--- src/rtl/hbw_pkg.sv ---
package hbw_pkg;

    localparam int ADDR_W = 16;
    localparam int DATA_W = 16;
    localparam int WEN_W  = 2;
    localparam logic [WEN_W-1:0] WEN_WORD = 2'b11;

    typedef enum logic [1:0] {
        ST_IDLE = 2'd0,
        ST_WAIT = 2'd1,
        ST_XFER = 2'd2,
        ST_HOLD = 2'd3
    } hbw_state_e;

    typedef struct packed {
        logic              is_mem;
        logic [ADDR_W-1:0] addr;
        logic [DATA_W-1:0] data;
    } hbw_beat_t;

    function automatic logic bus_active(input logic sel_n, input logic strb_n);
        return !sel_n && !strb_n;
    endfunction

    function automatic logic lanes_full(input logic [WEN_W-1:0] wen);
        return wen == WEN_WORD;
    endfunction

endpackage

--- src/rtl/hbw_ctrl.sv ---
module hbw_ctrl
    import hbw_pkg::*;
#(
    parameter int WAIT_CYC = 1
) (
    input  logic             clk,
    input  logic             rst,
    input  logic             sel_n,
    input  logic             strb_n,
    input  logic             rd,
    input  logic [WEN_W-1:0] wen,
    input  logic             last_n,
    input  logic             q_full,
    output logic             rdy_n,
    output logic             take,
    output logic             err
);

    localparam int CW = (WAIT_CYC > 1) ? $clog2(WAIT_CYC) : 1;

    hbw_state_e     state;
    logic [CW-1:0]  wcnt;
    logic           active;
    logic           sample;

    assign active = bus_active(sel_n, strb_n);
    assign sample = (state == ST_XFER) && !q_full && active;
    assign take   = sample && lanes_full(wen);
    assign rdy_n  = !((state == ST_XFER) && !q_full);

    always_ff @(posedge clk) begin
        if (rst) begin
            state <= ST_IDLE;
            wcnt  <= '0;
        end else begin
            case (state)
                ST_IDLE: begin
                    if (active && !rd) begin
                        state <= ST_WAIT;
                        wcnt  <= CW'(WAIT_CYC - 1);
                    end
                end
                ST_WAIT: begin
                    if (!active) begin
                        state <= ST_IDLE;
                    end else if (wcnt == '0) begin
                        state <= ST_XFER;
                    end else begin
                        wcnt <= wcnt - 1'b1;
                    end
                end
                ST_XFER: begin
                    if (!active) begin
                        state <= ST_IDLE;
                    end else if (sample && !last_n) begin
                        state <= ST_HOLD;
                    end
                end
                ST_HOLD: begin
                    if (!active) begin
                        state <= ST_IDLE;
                    end
                end
                default: state <= ST_IDLE;
            endcase
        end
    end

    always_ff @(posedge clk) begin
        if (rst) begin
            err <= 1'b0;
        end else if (sample && !lanes_full(wen)) begin
            err <= 1'b1;
        end
    end

endmodule

--- src/rtl/hbw_fifo.sv ---
module hbw_fifo
    import hbw_pkg::*;
#(
    parameter int DEPTH = 4
) (
    input  logic      clk,
    input  logic      rst,
    input  logic      push,
    input  hbw_beat_t din,
    input  logic      pop,
    output hbw_beat_t dout,
    output logic      full,
    output logic      empty
);

    localparam int PW   = (DEPTH > 1) ? $clog2(DEPTH) : 1;
    localparam int CNTW = $clog2(DEPTH + 1);

    hbw_beat_t       mem [DEPTH];
    logic [PW-1:0]   wr_ptr;
    logic [PW-1:0]   rd_ptr;
    logic [CNTW-1:0] count;
    logic            do_push;
    logic            do_pop;

    assign full    = (count == CNTW'(DEPTH));
    assign empty   = (count == '0);
    assign do_push = push && !full;
    assign do_pop  = pop && !empty;
    assign dout    = mem[rd_ptr];

    always_ff @(posedge clk) begin
        if (do_push) begin
            mem[wr_ptr] <= din;
        end
    end

    always_ff @(posedge clk) begin
        if (rst) begin
            wr_ptr <= '0;
            rd_ptr <= '0;
            count  <= '0;
        end else begin
            if (do_push) begin
                wr_ptr <= (wr_ptr == PW'(DEPTH - 1)) ? '0 : wr_ptr + 1'b1;
            end
            if (do_pop) begin
                rd_ptr <= (rd_ptr == PW'(DEPTH - 1)) ? '0 : rd_ptr + 1'b1;
            end
            case ({do_push, do_pop})
                2'b10:   count <= count + 1'b1;
                2'b01:   count <= count - 1'b1;
                default: count <= count;
            endcase
        end
    end

endmodule

--- src/rtl/hbw_wport.sv ---
module hbw_wport
    import hbw_pkg::*;
(
    input  logic              clk,
    input  logic              rst,
    input  logic              take,
    input  hbw_beat_t         beat,
    output logic              mem_we,
    output logic              reg_we,
    output logic [ADDR_W-1:0] wr_addr,
    output logic [DATA_W-1:0] wr_data
);

    logic [1:0] strobe;

    for (genvar t = 0; t < 2; t++) begin : g_tgt
        always_ff @(posedge clk) begin
            if (rst) begin
                strobe[t] <= 1'b0;
            end else begin
                strobe[t] <= take && (beat.is_mem == logic'(t));
            end
        end
    end

    always_ff @(posedge clk) begin
        if (rst) begin
            wr_addr <= '0;
            wr_data <= '0;
        end else if (take) begin
            wr_addr <= beat.addr;
            wr_data <= beat.data;
        end
    end

    assign reg_we = strobe[0];
    assign mem_we = strobe[1];

endmodule

--- src/rtl/hbw_slave.sv ---
module hbw_slave
    import hbw_pkg::*;
#(
    parameter int WAIT_CYC   = 1,
    parameter int FIFO_DEPTH = 4
) (
    input  logic              clk,
    input  logic              rst,
    input  logic              host_sel_n,
    input  logic              host_strb_n,
    input  logic [ADDR_W-1:0] host_addr,
    input  logic              host_space,
    input  logic              host_rd,
    input  logic [WEN_W-1:0]  host_wen,
    input  logic              host_last_n,
    input  logic [DATA_W-1:0] host_data,
    output logic              host_rdy_n,
    output logic              host_stop_n,
    output logic              mem_we,
    output logic              reg_we,
    output logic [ADDR_W-1:0] wr_addr,
    output logic [DATA_W-1:0] wr_data,
    output logic              err,
    output logic              cmd_valid,
    input  logic              cmd_pop,
    output logic              cmd_is_mem,
    output logic [ADDR_W-1:0] cmd_addr,
    output logic [DATA_W-1:0] cmd_data
);

    hbw_beat_t in_beat;
    hbw_beat_t head;
    logic      take;
    logic      q_full;
    logic      q_empty;

    assign in_beat = '{is_mem: host_space, addr: host_addr, data: host_data};

    hbw_ctrl #(.WAIT_CYC(WAIT_CYC)) u_ctrl (
        .clk    (clk),
        .rst    (rst),
        .sel_n  (host_sel_n),
        .strb_n (host_strb_n),
        .rd     (host_rd),
        .wen    (host_wen),
        .last_n (host_last_n),
        .q_full (q_full),
        .rdy_n  (host_rdy_n),
        .take   (take),
        .err    (err)
    );

    hbw_fifo #(.DEPTH(FIFO_DEPTH)) u_fifo (
        .clk   (clk),
        .rst   (rst),
        .push  (take),
        .din   (in_beat),
        .pop   (cmd_pop),
        .dout  (head),
        .full  (q_full),
        .empty (q_empty)
    );

    hbw_wport u_wport (
        .clk     (clk),
        .rst     (rst),
        .take    (take),
        .beat    (in_beat),
        .mem_we  (mem_we),
        .reg_we  (reg_we),
        .wr_addr (wr_addr),
        .wr_data (wr_data)
    );

    assign host_stop_n = !q_full;
    assign cmd_valid   = !q_empty;
    assign cmd_is_mem  = head.is_mem;
    assign cmd_addr    = head.addr;
    assign cmd_data    = head.data;

endmodule

--- config.mk ---
export PLATFORM = sky130hd
export DESIGN_NAME = hbw_slave
export DESIGN_NICKNAME = d
export VERILOG_FILES = /design/src/rtl/hbw_pkg.sv /design/src/rtl/hbw_ctrl.sv /design/src/rtl/hbw_fifo.sv /design/src/rtl/hbw_wport.sv /design/src/rtl/hbw_slave.sv
export SDC_FILE = /design/constraint.sdc
export NUM_CORES = 1
export LEC_CHECK = 0
export BUFFER_PORTS_ARGS = -buffer_cell sky130_fd_sc_hd__buf_2
export CAP_MARGIN = 20
export CORE_MARGIN = 5
export CORE_UTILIZATION = 50
export DETAILED_ROUTE_END_ITERATION = 10
export PLACE_DENSITY = 0.7
export SLEW_MARGIN = 20
export SYNTH_ARGS = -nofsm -noshare
export SYNTH_HDL_FRONTEND = slang
export SYNTH_SLANG_ARGS = --single-unit
--- constraint.sdc ---
create_clock -name clk -period 3.65 [get_ports clk]
set_input_delay 0.73 -clock clk [delete_from_list [all_inputs] [get_ports clk]]
set_output_delay 0.73 -clock clk [all_outputs]
set_load 0.05 [all_outputs]
# Word level (Yosys, flattened, before mapping)
# Memory sizes are Yosys's and may differ from the RTL's. A register that Yosys moved wholly into a read port is not among the register bits.
# Cells that the tools add are included.
[totals]
regBits = 45
ram_bits = 132
input_bits = 42
out_inout_bits = 71
mem_count = 1
[memory_table]
columns = ["name", "words", "width", "read_ports", "rd_ports_with_merged_regs", "write_ports", "line", "source"]
rows = [
  ["u_fifo.mem", 4, 33, 1, 1, 1, "hbw_fifo.sv:19", "hbw_beat_t mem [DEPTH];"],
]
[classes]
addsub = 5
eq_ne = 14
n_mux = 18
bitwise_logic = 1
reduce_logical = 25
[op_table]
columns = ["op", "n"]
rows = [
  ["$mux W2", 10],
  ["$eq A2 B2 Y1 const B", 6],
  ["$logic_and A1 B1 Y1", 11],
  ["$logic_not A1 Y1", 8],
  ["$pmux W2 S4", 1],
  ["$ne A3 B3 Y1 const B", 2],
  ["$pmux W3 S2", 1],
  ["$mux W1", 5],
  ["$add A2 B1 Y2 const B", 2],
  ["$eq A2 B1 Y1 const B", 2],
  ["$ne A2 B1 Y1 const B", 2],
  ["$reduce_and A4 Y1", 1],
  ["$reduce_bool A2 Y1", 2],
  ["$add A3 B1 Y3 const B", 1],
  ["$eq A3 B3 Y1 const B", 1],
  ["$logic_not A3 Y1", 1],
  ["$reduce_and A3 Y1", 1],
  ["$sub A3 B1 Y3 const B", 1],
  ["$logic_not A2 Y1", 1],
  ["$ne A2 B2 Y1 const B", 1],
  ["$pmux W1 S2", 1],
  ["$not A1 Y1", 1],
  ["$sub A1 B1 Y1 const B", 1],
]

# Longest topological paths before layout
# Gate-level depths: netlist of run 1.
[logic_depth]
word_depth = 8
mapped_depth = 10

# Hierarchy
# Synthesis of run 1 repeated with hierarchy kept, for this count alone.
[unflattened]
hier_cells = 352
hier_area_um2 = 6630.1
[by_module_without_submodules]
columns = ["mod", "instances", "cells_per_inst", "area_each_um2"]
rows = [
  ["hbw_fifo", 1, 227, 5252.5],
  ["hbw_wport", 1, 108, 1226.2],
  ["hbw_ctrl", 1, 15, 143.9],
  ["hbw_slave", 1, 2, 7.5],
]

# Worst setup path after synthesis of run 1
# No wires, ideal clock.
[synth_timing]
path_type = "input to register"
start = "input host_strb_n"
end = "memory u_fifo.mem[0][0] (netlist name), enable pin"
t_arrival_ns = 2.439
required_ns = 3.257
path_slack_ns = 0.818
path_stages = 4
path_cell_list = "or4b_1 > buf_4 > nor3_4 > and2_1"
[synth_via]
elab_chain_cells = 7
[synth_lines]
columns = ["item", "line", "source"]
rows = [
  ["from (decl)", "hbw_slave.sv:10", "input logic host_strb_n,"],
  ["$logic_not A1 Y1", "hbw_pkg.sv:22", "return !sel_n && !strb_n;"],
  ["$logic_and A1 B1 Y1", "hbw_pkg.sv:22", ""],
  ["$logic_and A1 B1 Y1", "hbw_ctrl.sv:27", "assign sample = (state == ST_XFER) && !q_full && active;"],
  ["$logic_and A1 B1 Y1", "hbw_ctrl.sv:28", "assign take = sample && lanes_full(wen);"],
  ["$logic_and A1 B1 Y1", "hbw_fifo.sv:28", "assign do_push = push && !full;"],
  ["$mux W1", "hbw_fifo.sv:33", "if (do_push) begin"],
  ["$mux W1 (not written as such)", "hbw_fifo.sv:34", "mem[wr_ptr] <= din;"],
  ["to (decl)", "hbw_fifo.sv:19", ""],
]
# Every way passes these cells.

# Worst setup path in the final report of run 1
[layout_timing]
start = "register u_fifo.count[2]"
end = "output host_rdy_n"
[layout_via]
elab_chain_cells = 4
[layout_lines]
columns = ["item", "line", "source"]
rows = [
  ["from (decl)", "hbw_fifo.sv:22", "logic [CNTW-1:0] count;"],
  ["from (signal assigned)", "hbw_fifo.sv:51", "2'b10: count <= count + 1'b1;"],
  ["from (signal assigned)", "hbw_fifo.sv:52", "2'b01: count <= count - 1'b1;"],
  ["from (signal assigned)", "hbw_fifo.sv:53", "default: count <= count;"],
  ["$eq A3 B3 Y1", "hbw_fifo.sv:26", "assign full = (count == CNTW'(DEPTH));"],
  ["$logic_not A1 Y1", "hbw_ctrl.sv:29", "assign rdy_n = !((state == ST_XFER) && !q_full);"],
  ["$logic_and A1 B1 Y1", "hbw_ctrl.sv:29", ""],
  ["$logic_not A1 Y1", "hbw_ctrl.sv:29", ""],
  ["to (decl)", "hbw_slave.sv:17", "output logic host_rdy_n,"],
]
# Every way passes these cells.

==> metrics.md, run 1 <==
| Metric | Value |
|---|---|
| Site Rows | `between 40 and 50` |
| Fraction of post-synthesis cell area in the top cell type by area | `0.581` |
| Sum of routed wire segments on met1 | `approximately 6.3 mm` |
| Deepest clock path buffer count | `2` |
| Post-route fraction of the period consumed by the critical path | `0.830` |
| Reg power frac | `0.545` |
| Slew at the pin closest to its max-slew limit | `around 940 ps` |
| Diodes inserted | `0` |
| DRT Pass-1 Iters | `5` |
| Die width | `about 130 µm` |
| Aggregate global routing overflow | `0` |
| Largest incremental delay on the critical path | `520 ps` |
| Startpoint type of the worst setup path | `flop` |
| List of cells traversed by the critical path | `nor3b_4, inv_1, nand3b_1, buf_2` |
| Combinational cell fraction of total power | `0.020` |
| I/O pin count | `approximately 110` |
| FFs w/ async S/R, synth | `0` |
| Nets@finish | `557` |
| Commonest register cell after synthesis | `sky130_fd_sc_hd__edfxtp_1` |
| Signed area change from the synthesized netlist to the final layout | `19.7%` |
| Post-synthesis net count | `about 450` |
| Max rail drop VDD | `~0.27 mV` |
| Number of max-slew violations in the final report | `0` |
| TritonCTS clock tree | `done` |
| Number of antenna violations at the first check in global routing | `0` |
| Wire length of the first global-routing pass | `about 23 mm` |
| Count of state elements after synthesis | `roughly 180` |
| LEAKAGE | `~2.8 nW` |
| Layout cells sized above 1 | `0.380` |
| Number of CTS-inserted buffers | `17` |
| Yosys top cell by area | `sky130_fd_sc_hd__edfxtp_1` |
| Clock network power share | `0.435` |
| Cell family with most CP delay | `buffers and inverters` |
| Starting DRC count in detailed routing | `351` |
| Sw Ratio | `0.197` |
| Status | `finished clean` |
| Die ar. | `about 0.016 mm²` |
| Met3 Wirelength | `~1.1 mm` |
| Startpoint-to-endpoint class of the critical path | `reg -> out` |
| Post-synthesis instance area | `0.00682 mm²` |
| Mean post-synth cell area | `17.1 µm²` |
| Post-synthesis sequential area ratio | `0.716` |
| Number of global-route vias before repair | `between 4000 and 5000` |
| Maximum capacitance violations | `0` |
| Post-CTS sizing | `0` |
| Root cell of the clock tree | `sky130_fd_sc_hd__clkbuf_16` |
| Critical path fanouts, max | `21` |
| Critical-path top delay cell | `sky130_fd_sc_hd__nor3b_4` |
| Total internal power | `~0.0032 W` |
| Unrepaired setup endpoints after global routing | `no` |
| Worst hold slack | `473 ps` |
| # port buffers | `approximately 110` |
| Per-cell via count in the routed design | `a little under 6` |
| Final count of negative-setup-slack endpoints | `0` |
| Number of buffers inserted for hold repair after clock tree synthesis | `0` |
| P_sw | `roughly 0.0008 W` |
| Synth Warn # | `0` |
| Worst min-delay path class | `reg -> reg` |
| Total clock sinks | `178` |
| Relative slew margins | `0.375` |
| Leading cell types by total area after synthesis | `sky130_fd_sc_hd__edfxtp_1, sky130_fd_sc_hd__dfxtp_1, sky130_fd_sc_hd__mux4_2` |
| CP Buf/Inv Count | `2` |
| Clock network latency to the later pin of the worst-skew pair | `just over 400 ps` |
| Setup total negative slack | `0 ps` |
| Hold violation total from the final report | `0` |
| Total setup buffers inserted after CTS | `0` |
| Routed vias | `4071` |
| Post-route DRC | `0` |
| Top layer used by detailed routing | `met4` |
| HPWL after DPL | `around 9.3 mm` |
| Maximum clock skew at final layout | `7.09 ps` |
| Met2 Wirelength | `around 7.3 mm` |
| Starting Density | `0.513` |
| Filler Cells Inserted | `approximately 980` |
| Total power draw | `0.00398 W` |
| Synthesized instance count | `399` |
| Placeable core area | `0.0133 mm²` |
| Max H-tree Level | `4` |
| Total power density per cell area | `approximately 490 mW/mm²` |
| Gp weighted congestion | `approximately 0.72` |
| Maximum number of pins on one net before global-route repair | `46` |
| Number of library cell types mapped by synthesis | `32` |
| Highest attainable clock frequency | `0.330 GHz` |
| Routed length per placed instance | `~21 µm` |
| Routed WL | `approximately 15 mm` |
| Signal arrival time at the worst endpoint | `roughly 2300 ps` |
| Chip height | `about 130 µm` |
| Category of the worst setup path capture point | `output pin` |
| Antenna viol nets, final | `0` |
| Final period demand of the worst path | `3030 ps` |
| CTS clock-pin slew for the worst setup and hold paths | `approximately 60 ps` |
| Count of flip-flops with a built-in enable after synthesis | `between 100 and 150` |
| GR Util All Layers | `0.192` |
| WP data required | `2920 ps` |
worst register-to-register path, cell delays in order, from the launching register on:
cell and delay, ps:
sky130_fd_sc_hd__dfxtp_1 380, sky130_fd_sc_hd__nor3b_4 520, sky130_fd_sc_hd__nor3_4 130, sky130_fd_sc_hd__inv_2 110, sky130_fd_sc_hd__ha_1 190, sky130_fd_sc_hd__inv_1 70, sky130_fd_sc_hd__fa_1 420, sky130_fd_sc_hd__xor2_1 160
sky130_fd_sc_hd__or3_1 300, sky130_fd_sc_hd__a21oi_1 140
path summary, 6_finish.rpt:
kind / from / endpoint / slack, ps / depth (start not counted)
max: u_fifo.count[2] / host_rdy_n / 620 / 4
min: u_ctrl.err / u_ctrl.err / 470 / 2
max reg2reg: u_fifo.count[2] / u_fifo.count[2] / 1160 / 9
min reg2reg: u_ctrl.err / u_ctrl.err / 470 / 2
kinds of logic (layout without fill, tap and decap cells):
kind of cell / after synthesis / count (layout) / synth area share
DFF: 178 / 178 / 0.716
buffers and inverters: 42 / 164 / 0.0277
muxes: 34 / 34 / 0.110
adders and majority gates: 7 / 7 / 0.0139
xor gates and xnor gates: 2 / 2 / 0.00257
and+or+nand+nor: 61 / 61 / 0.0602
AOI/OAI and AO/OA: 75 / 75 / 0.0686
power groups by stage:
stage	clock network, W	logic [W]	registers (W)
finish	0.00173	0.0000785	0.00217
global route	0.00187	0.0000855	0.00217
CTS	0.00177	0.0000776	0.00217
detailed placement	0	0.0000774	0.00221
global placement	0	0.0000740	0.00221
floorplan	0	0.0000232	0.00221
cells in the final DEF (no fill, tap or decap), types with 2 or more instances in the layout:
| cell | netlist | layout |
|---|---|---|
| sky130_fd_sc_hd__a21oi_1 | 37 | 37 |
| sky130_fd_sc_hd__and2_2 | 0 | 4 |
| sky130_fd_sc_hd__buf_12 | 0 | 4 |
| sky130_fd_sc_hd__buf_2 | 4 | 112 |
| sky130_fd_sc_hd__buf_4 | 1 | 8 |
| sky130_fd_sc_hd__bufinv_16 | 0 | 2 |
| sky130_fd_sc_hd__clkbuf_1 | 21 | 2 |
| sky130_fd_sc_hd__clkbuf_16 | 0 | 17 |
| sky130_fd_sc_hd__clkinv_2 | 0 | 3 |
| sky130_fd_sc_hd__clkinv_4 | 0 | 2 |
| sky130_fd_sc_hd__clkinvlp_4 | 0 | 3 |
| sky130_fd_sc_hd__dfxtp_1 | 46 | 44 |
| sky130_fd_sc_hd__dfxtp_2 | 0 | 2 |
| sky130_fd_sc_hd__edfxtp_1 | 132 | 132 |
| sky130_fd_sc_hd__ha_1 | 6 | 6 |
| sky130_fd_sc_hd__inv_1 | 7 | 7 |
| sky130_fd_sc_hd__inv_6 | 0 | 2 |
| sky130_fd_sc_hd__mux4_2 | 33 | 33 |
| sky130_fd_sc_hd__nand3b_1 | 2 | 2 |
| sky130_fd_sc_hd__nand4_1 | 34 | 34 |
| sky130_fd_sc_hd__nor2_1 | 6 | 6 |
| sky130_fd_sc_hd__nor3_1 | 3 | 3 |
| sky130_fd_sc_hd__o31ai_1 | 35 | 35 |
| sky130_fd_sc_hd__or3_1 | 3 | 3 |
| sky130_fd_sc_hd__xor2_1 | 2 | 2 |
flip-flops by register name (all words and copies together) (netlist names), named ones only:
signal	flops
u_fifo.mem	132
u_wport.wr_addr	16
u_wport.wr_data	16
u_fifo.count	3
u_ctrl.state	2
u_fifo.rd_ptr	2
u_fifo.wr_ptr	2
u_ctrl.err	1
u_wport.mem_we	1
u_wport.reg_we	1
layer usage:
layer | GRT usage | up-vias
met4 | 0.0776 | 0
met2 | 0.300 | 168
met5 | 0 | -
met1 | 0.260 | 2052
met3 | 0.0467 | 17
li1 | - | 1834
synth_stat cells (all sizes together), types with 4 or more instances:
cell      n
o31ai    35
nand4    34
nor3      4
buf      13
ha        6
edfxtp  132
a21oi    37
clkbuf   21
and2      5
nor2      6
inv       8
dfxtp    46
mux4     33
area by class of cell:
type                    count  area, µm²  area share
clock buffers              19        433      0.0531
well taps                 176        220      0.0270
flip-flops and latches    178       4890       0.599
clock inverters            13        136      0.0167
multi-input cells         179       1750       0.215
inverters                   8       30.0     0.00368
repair buffers            124        701      0.0859
through the flow:
step | util | worst slack, ps | instances | instance area, µm²
detailed placement | 0.571 | 797 | 665 | 7590
global route | 0.614 | 437 | 697 | 8160
CTS | 0.614 | 600 | 697 | 8160
global placement | 0.571 | 850 | 665 | 7590
floorplan | - | 818 | 399 | 6820
finish | 0.614 | 620 | 697 | 8160
Power figures use the tool's default switching activity.
==> run 2, diff against run 1 <==
- clock period: 3.65 -> 3.2 ns (I/O delays scaled with it)
==> metrics.md, run 2 (synthesis gave the netlist of run 1 again) <==
| Metric | Value |
|---|---|
| Critical-path top delay cell | `sky130_fd_sc_hd__dfxtp_2` |
| Wire length of the first global-routing pass | `25.0 mm (+6.6%)` |
| Chip height | `127 µm (unchanged)` |
| DRT Pass-1 Iters | `5 (unchanged)` |
| Filler Cells Inserted | `970 (-1.2%)` |
| Reg with most FFs | `u_fifo.mem` |
| Routed vias | `4148 (+1.9%)` |
| Startpoint-to-endpoint class of the critical path | `reg -> out` |
| Startpoint type of the worst setup path | `flop` |
| Layout cells sized above 1 | `0.390 (+0.00970)` |
| Clock network latency to the later pin of the worst-skew pair | `430 ps (+20 ps)` |
| Maximum capacitance violations | `0 (unchanged)` |
| Post-route DRC | `0 (unchanged)` |
| Final count of negative-setup-slack endpoints | `0 (unchanged)` |
| Worst min-delay path class | `in -> reg` |
| Leading cell types in the layout, fill and taps excluded | `sky130_fd_sc_hd__edfxtp_1, sky130_fd_sc_hd__buf_2, sky130_fd_sc_hd__dfxtp_1` |
| Root cell of the clock tree | `sky130_fd_sc_hd__clkbuf_16` |
| Max H-tree Level | `4 (unchanged)` |
| Area after DPL | `0.00759 mm² (unchanged)` |
| I/O pin count | `113 (unchanged)` |
| Aggregate global routing overflow | `0 (unchanged)` |
| Signal arrival time at the worst endpoint | `2080 ps (-220 ps)` |
| Flip-flop count of the largest register after layout | `132 (unchanged)` |
| Highest attainable clock frequency | `roughly 0.37 GHz` |
| Biggest regs | `u_fifo.mem: 132 flops, u_wport.wr_addr: 16 flops, u_wport.wr_data: 16 flops` |
| Number of antenna violations at the first check in global routing | `0 (unchanged)` |
| CTS clock-pin slew for the worst setup and hold paths | `60 ps (about the same)` |
| Total setup buffers inserted after CTS | `0 (unchanged)` |
| GR Util All Layers | `0.205 (+0.0130)` |
| Gp weighted congestion | `0.779 (+7.8%)` |
| Relative slew margins | `0.381 (+0.00550)` |
| Starting DRC count in detailed routing | `389 (+11%)` |
| Max rail drop VDD | `0.402 mV (+48%)` |
| Signed area change from the synthesized netlist to the final layout | `20.1%` |
| Setup total negative slack | `0 ps (unchanged)` |
| WP data required | `2560 ps (-360 ps)` |
| TritonCTS clock tree | `done` |
| Site Rows | `42 (unchanged)` |
| Unrepaired setup endpoints after global routing | `no` |
| # port buffers | `112 (unchanged)` |
| Number of buffers inserted for hold repair after clock tree synthesis | `0 (unchanged)` |
| Antenna viol nets, final | `0 (unchanged)` |
| Nets@finish | `562 (+0.90%)` |
| Number of global-route vias before repair | `4404 (+4.2%)` |
| Category of the worst setup path capture point | `output pin` |
| Total power density per cell area | `567 mW/mm² (+16%)` |
| Per-cell via count in the routed design | `5.91 (+1.2%)` |
| Maximum number of pins on one net before global-route repair | `46 (unchanged)` |
| Hold violation total from the final report | `0 (unchanged)` |
| List of cells traversed by the critical path | `buf_4, mux4_2, buf_2` |
| Post-route fraction of the period consumed by the critical path | `0.851` |
| Routed length per placed instance | `22.4 µm (+4.8%)` |
| Total clock sinks | `178 (unchanged)` |
| Routed WL | `15.7 mm (+5.6%)` |
| Die ar. | `0.0161 mm² (unchanged)` |
| Largest incremental delay on the critical path | `630 ps (+110 ps)` |
| Die width | `127 µm (unchanged)` |
| Most common cell after layout, fill and taps aside | `sky130_fd_sc_hd__edfxtp_1` |
| Slew at the pin closest to its max-slew limit | `929 ps (-8.26 ps)` |
| Finished layout cell area | `0.00819 mm² (+0.38%)` |
| Starting Density | `0.513 (unchanged)` |
| Cell family with most CP delay | `flip-flops` |
| Diodes inserted | `0 (unchanged)` |
| Final period demand of the worst path | `~2700 ps` |
| Number of max-slew violations in the final report | `0 (unchanged)` |
| Number of CTS-inserted buffers | `17 (unchanged)` |
| Post-CTS sizing | `0 (unchanged)` |
| Critical path fanouts, max | `19 (-9.5%)` |
| Placeable core area | `0.0133 mm² (unchanged)` |
| LEAKAGE | `2.81 nW (+1.3%)` |
| CP Buf/Inv Count | `2 (unchanged)` |
| Deepest clock path buffer count | `2 (unchanged)` |
| Maximum clock skew at final layout | `5.79 ps (-1.30 ps)` |
| HPWL after DPL | `9.77 mm (+4.9%)` |
| Status | `finished clean` |
-- run 2: layout make-up --
type	instances	area (µm²)	area share
sequential	178	4890	0.597
multi-input combinational	179	1750	0.214
clock buffer	19	454	0.0555
clock inverter	13	146	0.0179
tap	176	220	0.0269
inverter	8	30.0	0.00367
timing repair buffer	129	701	0.0855
-- run 2: power breakdown --
group	internal, W	switching [W]
combinational	0.0000242	0.0000674
sequential	0.00247	0.00000123
clock	0.00121	0.000871
-- run 2: worst paths after layout --
path         slack [ps]  depth (start not counted)                 to       startpoint
max                 480                          3        cmd_addr[5]             flop
min                 450                          1  u_fifo.mem[0][22]     host_addr[6]
max reg2reg         670                          9    u_fifo.count[2]  u_fifo.count[2]
min reg2reg         470                          2         u_ctrl.err       u_ctrl.err
-- run 2: per-stage QoR --
stage                     worst slack [ps]  std cells   util  total power [W]  hold slack, ps
after CTS                              418        702  0.616          0.00467             432
after floorplan                        458        399      -          0.00255             463
after detailed placement               351        670  0.571          0.00262             461
after global placement                 461        670  0.571          0.00261             453
final                                  476        702  0.616          0.00464             448
after global routing                   358        702  0.616          0.00479             440
-- run 2: layer usage --
metal	vias to the layer above	wire length [µm]	share of wire	GRT usage
met3	17	1170	0.074	0.0509
met4	0	191	0.012	0.0669
met2	185	7890	0.50	0.332
met1	2102	6480	0.41	0.274
met5	-	0	0	0
li1	1844	-	-	-
